$ cat src/rtl/bp_pkg.sv
// Shared encodings for the bit-plane element array.
// Assumes all elements receive the same decoded control word every cycle.
package bp_pkg;

    typedef enum logic [2:0] {
        SRC_MEM    = 3'd0,
        SRC_Q      = 3'd1,
        SRC_ACT    = 3'd2,
        SRC_BCAST  = 3'd3,
        SRC_NBR_Q  = 3'd4,
        SRC_NBR_CY = 3'd5,
        SRC_RSV6   = 3'd6,
        SRC_RSV7   = 3'd7
    } src_e;

    typedef enum logic [1:0] {
        DIR_N = 2'd0,
        DIR_E = 2'd1,
        DIR_S = 2'd2,
        DIR_W = 2'd3
    } dir_e;

    typedef enum logic [1:0] {
        DST_Q   = 2'd0,
        DST_C   = 2'd1,
        DST_ACT = 2'd2,
        DST_MEM = 2'd3
    } dst_e;

    localparam int NDIR = 4;

    typedef struct packed {
        logic en;
        src_e src;
        dir_e dir;
        logic inv;
        dst_e dst;
        logic add;
        logic msel;
    } ctl_t;

endpackage

$ cat src/rtl/bp_opmux.sv
// Operand selector for one element: picks the third adder input and applies
// the optional inversion. Assumes neighbour vectors are indexed by dir_e.
module bp_opmux
    import bp_pkg::*;
(
    input  src_e            src,
    input  dir_e            dir,
    input  logic            inv,
    input  logic            mem_bit,
    input  logic            q,
    input  logic            a,
    input  logic            bcast,
    input  logic [NDIR-1:0] nbr_q,
    input  logic [NDIR-1:0] nbr_cy,
    output logic            opnd
);

    logic raw;

    // Select the raw operand bit by source code.
    always_comb begin
        case (src)
            SRC_MEM:    raw = mem_bit;
            SRC_Q:      raw = q;
            SRC_ACT:    raw = a;
            SRC_BCAST:  raw = bcast;
            SRC_NBR_Q:  raw = nbr_q[dir];
            SRC_NBR_CY: raw = nbr_cy[dir];
            default:    raw = 1'b0;
        endcase
    end

    // Apply optional inversion.
    assign opnd = raw ^ inv;

endmodule

$ cat src/rtl/bp_adder.sv
// One-bit full adder plus one carry-chain output per direction. Each chain
// output assumes the operand came from that direction's incoming carry, so
// chains in different directions never feed each other.
module bp_adder
    import bp_pkg::*;
(
    input  logic            q,
    input  logic            c,
    input  logic            opnd,
    input  logic            inv,
    input  logic [NDIR-1:0] nbr_cy,
    output logic            sum,
    output logic            cout,
    output logic [NDIR-1:0] cy_dir
);

    // Sum and carry for the selected operand.
    assign sum  = q ^ c ^ opnd;
    assign cout = (q & c) | (q & opnd) | (c & opnd);

    // Per-direction carry outputs forming independent ripple chains.
    for (genvar d = 0; d < NDIR; d++) begin : g_chain
        logic m;
        assign m         = nbr_cy[d] ^ inv;
        assign cy_dir[d] = (q & c) | (q & m) | (c & m);
    end

endmodule

$ cat src/rtl/bp_pe.sv
// One bit-plane element: Q, C, A registers, a DEPTH-bit local store, operand
// selector and adder. Assumes addr < DEPTH (DEPTH a power of two).
module bp_pe
    import bp_pkg::*;
#(
    parameter  int DEPTH = 16,
    localparam int AW    = $clog2(DEPTH)
) (
    input  logic            clk,
    input  logic            rst_n,
    input  ctl_t            ctl,
    input  logic [AW-1:0]   addr,
    input  logic            bcast,
    input  logic [NDIR-1:0] nbr_q,
    input  logic [NDIR-1:0] nbr_cy,
    input  logic            plane_we,
    input  logic            plane_bit,
    output logic            q,
    output logic            c,
    output logic            a,
    output logic            rd_bit,
    output logic [NDIR-1:0] cy_dir
);

    logic [DEPTH-1:0] mem_r;
    logic             opnd;
    logic             sum;
    logic             cout;

    // Asynchronous read of the addressed store bit.
    assign rd_bit = mem_r[addr];

    bp_opmux u_mux (
        .src    (ctl.src),
        .dir    (ctl.dir),
        .inv    (ctl.inv),
        .mem_bit(rd_bit),
        .q      (q),
        .a      (a),
        .bcast  (bcast),
        .nbr_q  (nbr_q),
        .nbr_cy (nbr_cy),
        .opnd   (opnd)
    );

    bp_adder u_add (
        .q     (q),
        .c     (c),
        .opnd  (opnd),
        .inv   (ctl.inv),
        .nbr_cy(nbr_cy),
        .sum   (sum),
        .cout  (cout),
        .cy_dir(cy_dir)
    );

    // Register update for Q, C and A.
    always_ff @(posedge clk) begin
        if (!rst_n) begin
            q <= 1'b0;
            c <= 1'b0;
            a <= 1'b1;
        end else if (ctl.en) begin
            case (ctl.dst)
                DST_Q: begin
                    if (ctl.add) begin
                        q <= sum;
                        c <= cout;
                    end else begin
                        q <= opnd;
                    end
                end
                DST_C:   c <= opnd;
                DST_ACT: a <= opnd;
                default: ;
            endcase
        end
    end

    // Local store write: plane port first, else activity-gated store.
    always_ff @(posedge clk) begin
        if (!rst_n) begin
            mem_r <= '0;
        end else if (plane_we) begin
            mem_r[addr] <= plane_bit;
        end else if (ctl.en && ctl.dst == DST_MEM && a) begin
            mem_r[addr] <= ctl.msel ? sum : opnd;
        end
    end

endmodule

$ cat src/rtl/bp_array.sv
// ROWS x COLS mesh of bit-plane elements sharing one broadcast instruction.
// Neighbour Q wraps at all edges. Carry chains run one per direction, start
// at the edge with bcast as carry in, and do not wrap.
// Plane bit k belongs to row k / COLS, column k % COLS.
module bp_array
    import bp_pkg::*;
#(
    parameter  int ROWS  = 4,
    parameter  int COLS  = 8,
    parameter  int DEPTH = 16,
    localparam int NPE   = ROWS * COLS,
    localparam int AW    = $clog2(DEPTH)
) (
    input  logic           clk,
    input  logic           rst_n,
    input  logic           ins_en,
    input  logic [2:0]     ins_src,
    input  logic [1:0]     ins_dir,
    input  logic           ins_inv,
    input  logic [1:0]     ins_dst,
    input  logic           ins_add,
    input  logic           ins_msel,
    input  logic [AW-1:0]  ins_addr,
    input  logic           bcast,
    input  logic           plane_we,
    input  logic [NPE-1:0] plane_wdata,
    output logic [NPE-1:0] q_plane,
    output logic [NPE-1:0] c_plane,
    output logic [NPE-1:0] a_plane,
    output logic [NPE-1:0] rd_plane
);

    ctl_t           ctl;
    logic [NPE-1:0] cyo_n;
    logic [NPE-1:0] cyo_e;
    logic [NPE-1:0] cyo_s;
    logic [NPE-1:0] cyo_w;

    // Pack the broadcast instruction fields into one control word.
    always_comb begin
        ctl.en   = ins_en;
        ctl.src  = src_e'(ins_src);
        ctl.dir  = dir_e'(ins_dir);
        ctl.inv  = ins_inv;
        ctl.dst  = dst_e'(ins_dst);
        ctl.add  = ins_add;
        ctl.msel = ins_msel;
    end

    for (genvar r = 0; r < ROWS; r++) begin : g_row
        for (genvar c = 0; c < COLS; c++) begin : g_col
            localparam int K  = r * COLS + c;
            localparam int KN = ((r + ROWS - 1) % ROWS) * COLS + c;
            localparam int KS = ((r + 1) % ROWS) * COLS + c;
            localparam int KE = r * COLS + (c + 1) % COLS;
            localparam int KW = r * COLS + (c + COLS - 1) % COLS;

            logic [NDIR-1:0] nbq;
            logic [NDIR-1:0] nbc;
            logic [NDIR-1:0] cyo;

            // Wrapped neighbour Q, indexed by direction code.
            assign nbq = {q_plane[KW], q_plane[KS], q_plane[KE], q_plane[KN]};

            // Incoming chain carries; the chain's first element takes bcast.
            if (r == 0) begin : g_en
                assign nbc[DIR_N] = bcast;
            end else begin : g_in
                assign nbc[DIR_N] = cyo_n[KN];
            end
            if (c == COLS - 1) begin : g_ee
                assign nbc[DIR_E] = bcast;
            end else begin : g_ie
                assign nbc[DIR_E] = cyo_e[KE];
            end
            if (r == ROWS - 1) begin : g_es
                assign nbc[DIR_S] = bcast;
            end else begin : g_is
                assign nbc[DIR_S] = cyo_s[KS];
            end
            if (c == 0) begin : g_ew
                assign nbc[DIR_W] = bcast;
            end else begin : g_iw
                assign nbc[DIR_W] = cyo_w[KW];
            end

            bp_pe #(.DEPTH(DEPTH)) u_pe (
                .clk      (clk),
                .rst_n    (rst_n),
                .ctl      (ctl),
                .addr     (ins_addr),
                .bcast    (bcast),
                .nbr_q    (nbq),
                .nbr_cy   (nbc),
                .plane_we (plane_we),
                .plane_bit(plane_wdata[K]),
                .q        (q_plane[K]),
                .c        (c_plane[K]),
                .a        (a_plane[K]),
                .rd_bit   (rd_plane[K]),
                .cy_dir   (cyo)
            );

            // Publish this element's chain carries to the planes.
            assign cyo_n[K] = cyo[DIR_N];
            assign cyo_e[K] = cyo[DIR_E];
            assign cyo_s[K] = cyo[DIR_S];
            assign cyo_w[K] = cyo[DIR_W];
        end
    end

endmodule

$ cat config.mk
export PLATFORM = sky130hd
export DESIGN_NAME = bp_array
export DESIGN_NICKNAME = d
export VERILOG_FILES = /design/src/rtl/bp_pkg.sv /design/src/rtl/bp_opmux.sv /design/src/rtl/bp_adder.sv /design/src/rtl/bp_pe.sv /design/src/rtl/bp_array.sv
export SDC_FILE = /design/constraint.sdc
export NUM_CORES = 2
export LEC_CHECK = 0
export ABC_AREA = 1
export BUFFER_PORTS_ARGS = -buffer_cell sky130_fd_sc_hd__clkbuf_2
export CAP_MARGIN = 5
export CORE_ASPECT_RATIO = 0.6
export CORE_UTILIZATION = 53
export CTS_CLUSTER_SIZE = 20
export DETAILED_ROUTE_END_ITERATION = 8
export GPL_TIMING_DRIVEN = 0
export PLACE_DENSITY_LB_ADDON = 0.15
export SYNTH_ARGS = -nofsm -noshare
export SYNTH_HDL_FRONTEND = slang
export SYNTH_HIERARCHICAL = 1
export SYNTH_SLANG_ARGS = --single-unit
$ cat constraint.sdc
create_clock -name clk -period 8.43 [get_ports clk]
set_clock_uncertainty 0.2 [all_clocks]
set_input_delay 1.2645 -clock clk [delete_from_list [all_inputs] [get_ports clk]]
set_output_delay 1.2645 -clock clk [all_outputs]
set_load 0.05 [all_outputs]
==> load_flow_metrics.sql <==
INSERT INTO impl_metrics (metric_group, metric, value, unit) VALUES
('status', 'run_status', 'finished clean', ''),
('floorplanning', 'floorplan.die.width', '395', 'µm'),
('worst_setup_path', 'setup.worst_path.end', 'g_row[1].g_col[0].u_pe/mem_r[14]$_SDFFE_PN0P_', ''),
('sta', 'hold_viol', '0', ''),
('power', 'power.static_leakage', '30.8', 'nW'),
('finish', 'antenna-diode-count', '0', ''),
('place', 'portBuffers', '177', ''),
('power', 'power.density', '145', 'nW/µm²'),
('grt', 'global_route_wire_length_before_repair', '239000', 'µm'),
('finish', 'fillCellCount', '9196', ''),
('clock_tree', 'cts_inserted_buffers', '67', ''),
('clock_tree', 'cts_tree', 'yes', ''),
('logic_synthesis', 'synth_area_per_cell', '5.37', 'µm²'),
('clock_tree', 'post_cts.resized_instances', '0', ''),
('floorplanning', 'floorplan.die_area', '94000', 'µm²'),
('worst_setup_path', 'timing.critical_path.slowest_cell_delay', '0.56', 'ns'),
('sta', 'worstMarginPinSlew', '1.07', 'ns'),
('place', 'dp_worst_setup_slack', '1.82', 'ns'),
('clock_tree', 'tritoncts_num_sinks', '608', ''),
('worst_setup_path', 'timing.setup.critical_path_class', 'input port to flip-flop', ''),
('routing', 'drt-vias-per-instance', '4.97', ''),
('sta', 'setup_viol_count_final', '0', ''),
('worst_setup_path', 'crit-reg2reg-capture', 'g_row[1].g_col[0].u_pe/mem_r[14]$_SDFFE_PN0P_', ''),
('place', 'postPlaceCellArea', '52200', 'µm²'),
('job', 'cap_viol_max_count', '0', ''),
('logic_synthesis', 'synthCells', '9160', ''),
('worst_setup_path', 'worst_path_cell_with_the_longest_stage_delay', 'fa_1', ''),
('routing', 'routed_wire_length_per_instance', '13.9', 'µm'),
('power', 'worst_ir_drop_vdd', '126', 'µV'),
('grt', 'grt_use_total', '30.7', '%'),
('worst_hold_path', 'timing.hold.worst.class', 'flip-flop to flip-flop', ''),
('grt', 'remaining_global_route_overflow', '0', ''),
('finish', 'layout-area-overhead-vs-synth', '10.8', '%'),
('grt', 'antenna_found_initial', '1', ''),
('clock_tree', 'clock_tree.buffer_depth', '3', ''),
('sta', 'final.period_utilization', '72.1', '%'),
('floorplanning', 'floorplan.rows', '86', ''),
('clock_tree', 'clkLatencyLatePin', '0.66', 'ns'),
('logic_synthesis', 'post_synth_instance_area', '49200', 'µm²'),
('logic_synthesis', 'synth_fp_nets', '9275', ''),
('place', 'gp_routability_congestion', '0.945', ''),
('worst_setup_path', 'r2r_slack', '2.97', 'ns'),
('finish', 'fraction_of_final_layout_cells_sized_beyond_drive_strength_1', '9.61', '%'),
('place', 'dpl.hpwl', '105000', 'µm'),
('place', 'place_inst', '10600', ''),
('clock_tree', 'cts.clk_slew.worst_paths', '0.06', 'ns'),
('logic_synthesis', 'synth_warnings', '6', ''),
('sta', 'grt_setup_unrepaired', 'no', ''),
('sta', 'setup_ws', '2.35', 'ns'),
('worst_setup_path', 'worstSetupStartpointType', 'input port', ''),
('worst_setup_path', 'reg2regPathDepth', '38', ''),
('routing', 'violation_count_after_the_first_detailed_route_iteration', '5111', ''),
('clock_tree', 'clk_root_buffer_cell', 'clkbuf_16', ''),
('sta', 'relative_slew_slack', '28.9', '%'),
('routing', 'num_vias', '53200', ''),
('sta', 'fin_tns_setup', '0', 'ns'),
('clock_tree', 'post_cts_buffers', '0', ''),
('grt', 'vias_in_the_first_global_route', '46200', ''),
('finish', 'nNetsFinal', '9538', ''),
('clock_tree', 'postCtsHoldBufs', '0', ''),
('grt', 'grt_start_max_net_pins', '123', ''),
('sta', 'hold-worst-slack', '0.309', 'ns'),
('finish', 'fin_cells', '10700', ''),
('clock_tree', 'ctsHtreeMaxLevel', '3', ''),
('worst_setup_path', 'crit-reg2reg-launch', 'g_row[1].g_col[7].u_pe/q$_SDFFE_PN0P_', ''),
('routing', 'route.detailed.drc', '0', ''),
('routing', 'ant_nets', '0', ''),
('floorplanning', 'core_box_area', '91800', 'µm²'),
('worst_setup_path', 'cp_data_required_time', '8.82', 'ns'),
('finish', 'fin_area', '54500', 'µm²'),
('routing', 'totalWireLength', '149000', 'µm'),
('worst_setup_path', 'crit_path_frequent_cell', 'nand2_1', ''),
('sta', 'min_period', '6.08', 'ns'),
('floorplanning', 'floorplan.initialDensity', '53.6', '%'),
('worst_setup_path', 'critical_path_endpoint_category', 'flip-flop', ''),
('floorplanning', 'dieHeight', '238', 'µm'),
('routing', 'drt_pre_antenna_iters', '6', ''),
('sta', 'finalMaxSlewViolations', '0', ''),
('floorplanning', 'number_of_ports_placed_on_the_die_boundary', '179', ''),
('worst_setup_path', 'data_arrival_critical_path', '6.47', 'ns'),
('worst_setup_path', 'timing.critical_path.from', 'ins_inv', ''),
('worst_setup_path', 'maximum_fanout_encountered_on_the_critical_timing_path', '122', ''),
('sta', 'max_freq', '165', 'MHz');
-- registers in the layout (all words and copies together), names as in the netlist --
name,cells
g_row.g_col.u_pe/q,32
g_row.g_col.u_pe/a,32
g_row.g_col.u_pe/mem_r,512
g_row.g_col.u_pe/c,32
-- placed cells by master, fill, tap and decap left out, drive strengths merged --
master,count
o21ai,128
bufinv,6
dfxtp,608
nand4,64
inv,1513
o211ai,64
ha,32
clkbuf,337
clkinv,47
nand2,4248
a21oi,32
clkinvlp,2
a21boi,32
o21a,32
nor2,1728
nand3,424
nor3,32
fa,32
buf,113
-- final cells by class --
class	instances	area [µm²]	share of cell area [%]
plain buffers	160	1760	3.23
clock buffers	96	1990	3.65
clock inverters	24	317	0.581
inverters	1544	5800	10.6
multi-input cells	6848	29400	54.1
flip-flops and latches	608	12200	22.4
well taps	1232	1540	2.83
repair buffers	194	1440	2.65
-- where the power goes --
| group | switching [mW] | leakage [nW] | internal, mW | total (mW) |
|---|---|---|---|---|
| registers | 0.102 | 4.93 | 2.96 | 3.06 |
| clock network | 1.31 | 1.13 | 1.83 | 3.14 |
| logic | 1.19 | 24.7 | 0.495 | 1.69 |
| total | 2.60 | 30.8 | 5.29 | 7.89 |
-- worst min path at each step --
| stage | startpoint | end | slack [ns] | cells after the start |
|---|---|---|---|---|
| after floorplan | g_row[0].g_col[0].u_pe/mem_r[0]$_SDFFE_PN0P_ | g_row[0].g_col[0].u_pe/mem_r[0]$_SDFFE_PN0P_ | 0.29 | 4 |
| after global placement | g_row[1].g_col[4].u_pe/mem_r[3]$_SDFFE_PN0P_ | g_row[1].g_col[4].u_pe/mem_r[3]$_SDFFE_PN0P_ | 0.30 | 4 |
| after detailed placement | g_row[0].g_col[6].u_pe/mem_r[10]$_SDFFE_PN0P_ | g_row[0].g_col[6].u_pe/mem_r[10]$_SDFFE_PN0P_ | 0.30 | 4 |
| after CTS | g_row[0].g_col[6].u_pe/mem_r[10]$_SDFFE_PN0P_ | g_row[0].g_col[6].u_pe/mem_r[10]$_SDFFE_PN0P_ | 0.31 | 4 |
| after global routing | g_row[0].g_col[6].u_pe/mem_r[10]$_SDFFE_PN0P_ | g_row[0].g_col[6].u_pe/mem_r[10]$_SDFFE_PN0P_ | 0.33 | 4 |
| final | g_row[2].g_col[7].u_pe/mem_r[8]$_SDFFE_PN0P_ | g_row[2].g_col[7].u_pe/mem_r[8]$_SDFFE_PN0P_ | 0.31 | 4 |
-- critical path, delay by kind of cell --
kind	cells	cell delay, ns
AND/OR/NAND/NOR	29	2.65
buffers and inverters	10	1.63
adder cells (fa/ha/maj)	1	0.56
AO/OA/AOI/OAI	1	0.27
-- metrics by stage --
| step | total power, mW | utilization, % |
|---|---|---|
| floorplan | 4.22 | - |
| global placement | 4.77 | 56.2 |
| detailed placement | 4.77 | 56.8 |
| CTS | 7.93 | 59.3 |
| global route | 8.25 | 59.3 |
| finish | 7.89 | 59.3 |
-- layer usage --
layer / part of all wire (%) / track usage (%)
met3: 8.5 / 4.96
met2: 41 / 46.3
met4: 2.6 / 8.52
met5: 0.0074 / 0
met1: 48 / 45.0
No activity file was read; power rests on OpenSTA's default activity.
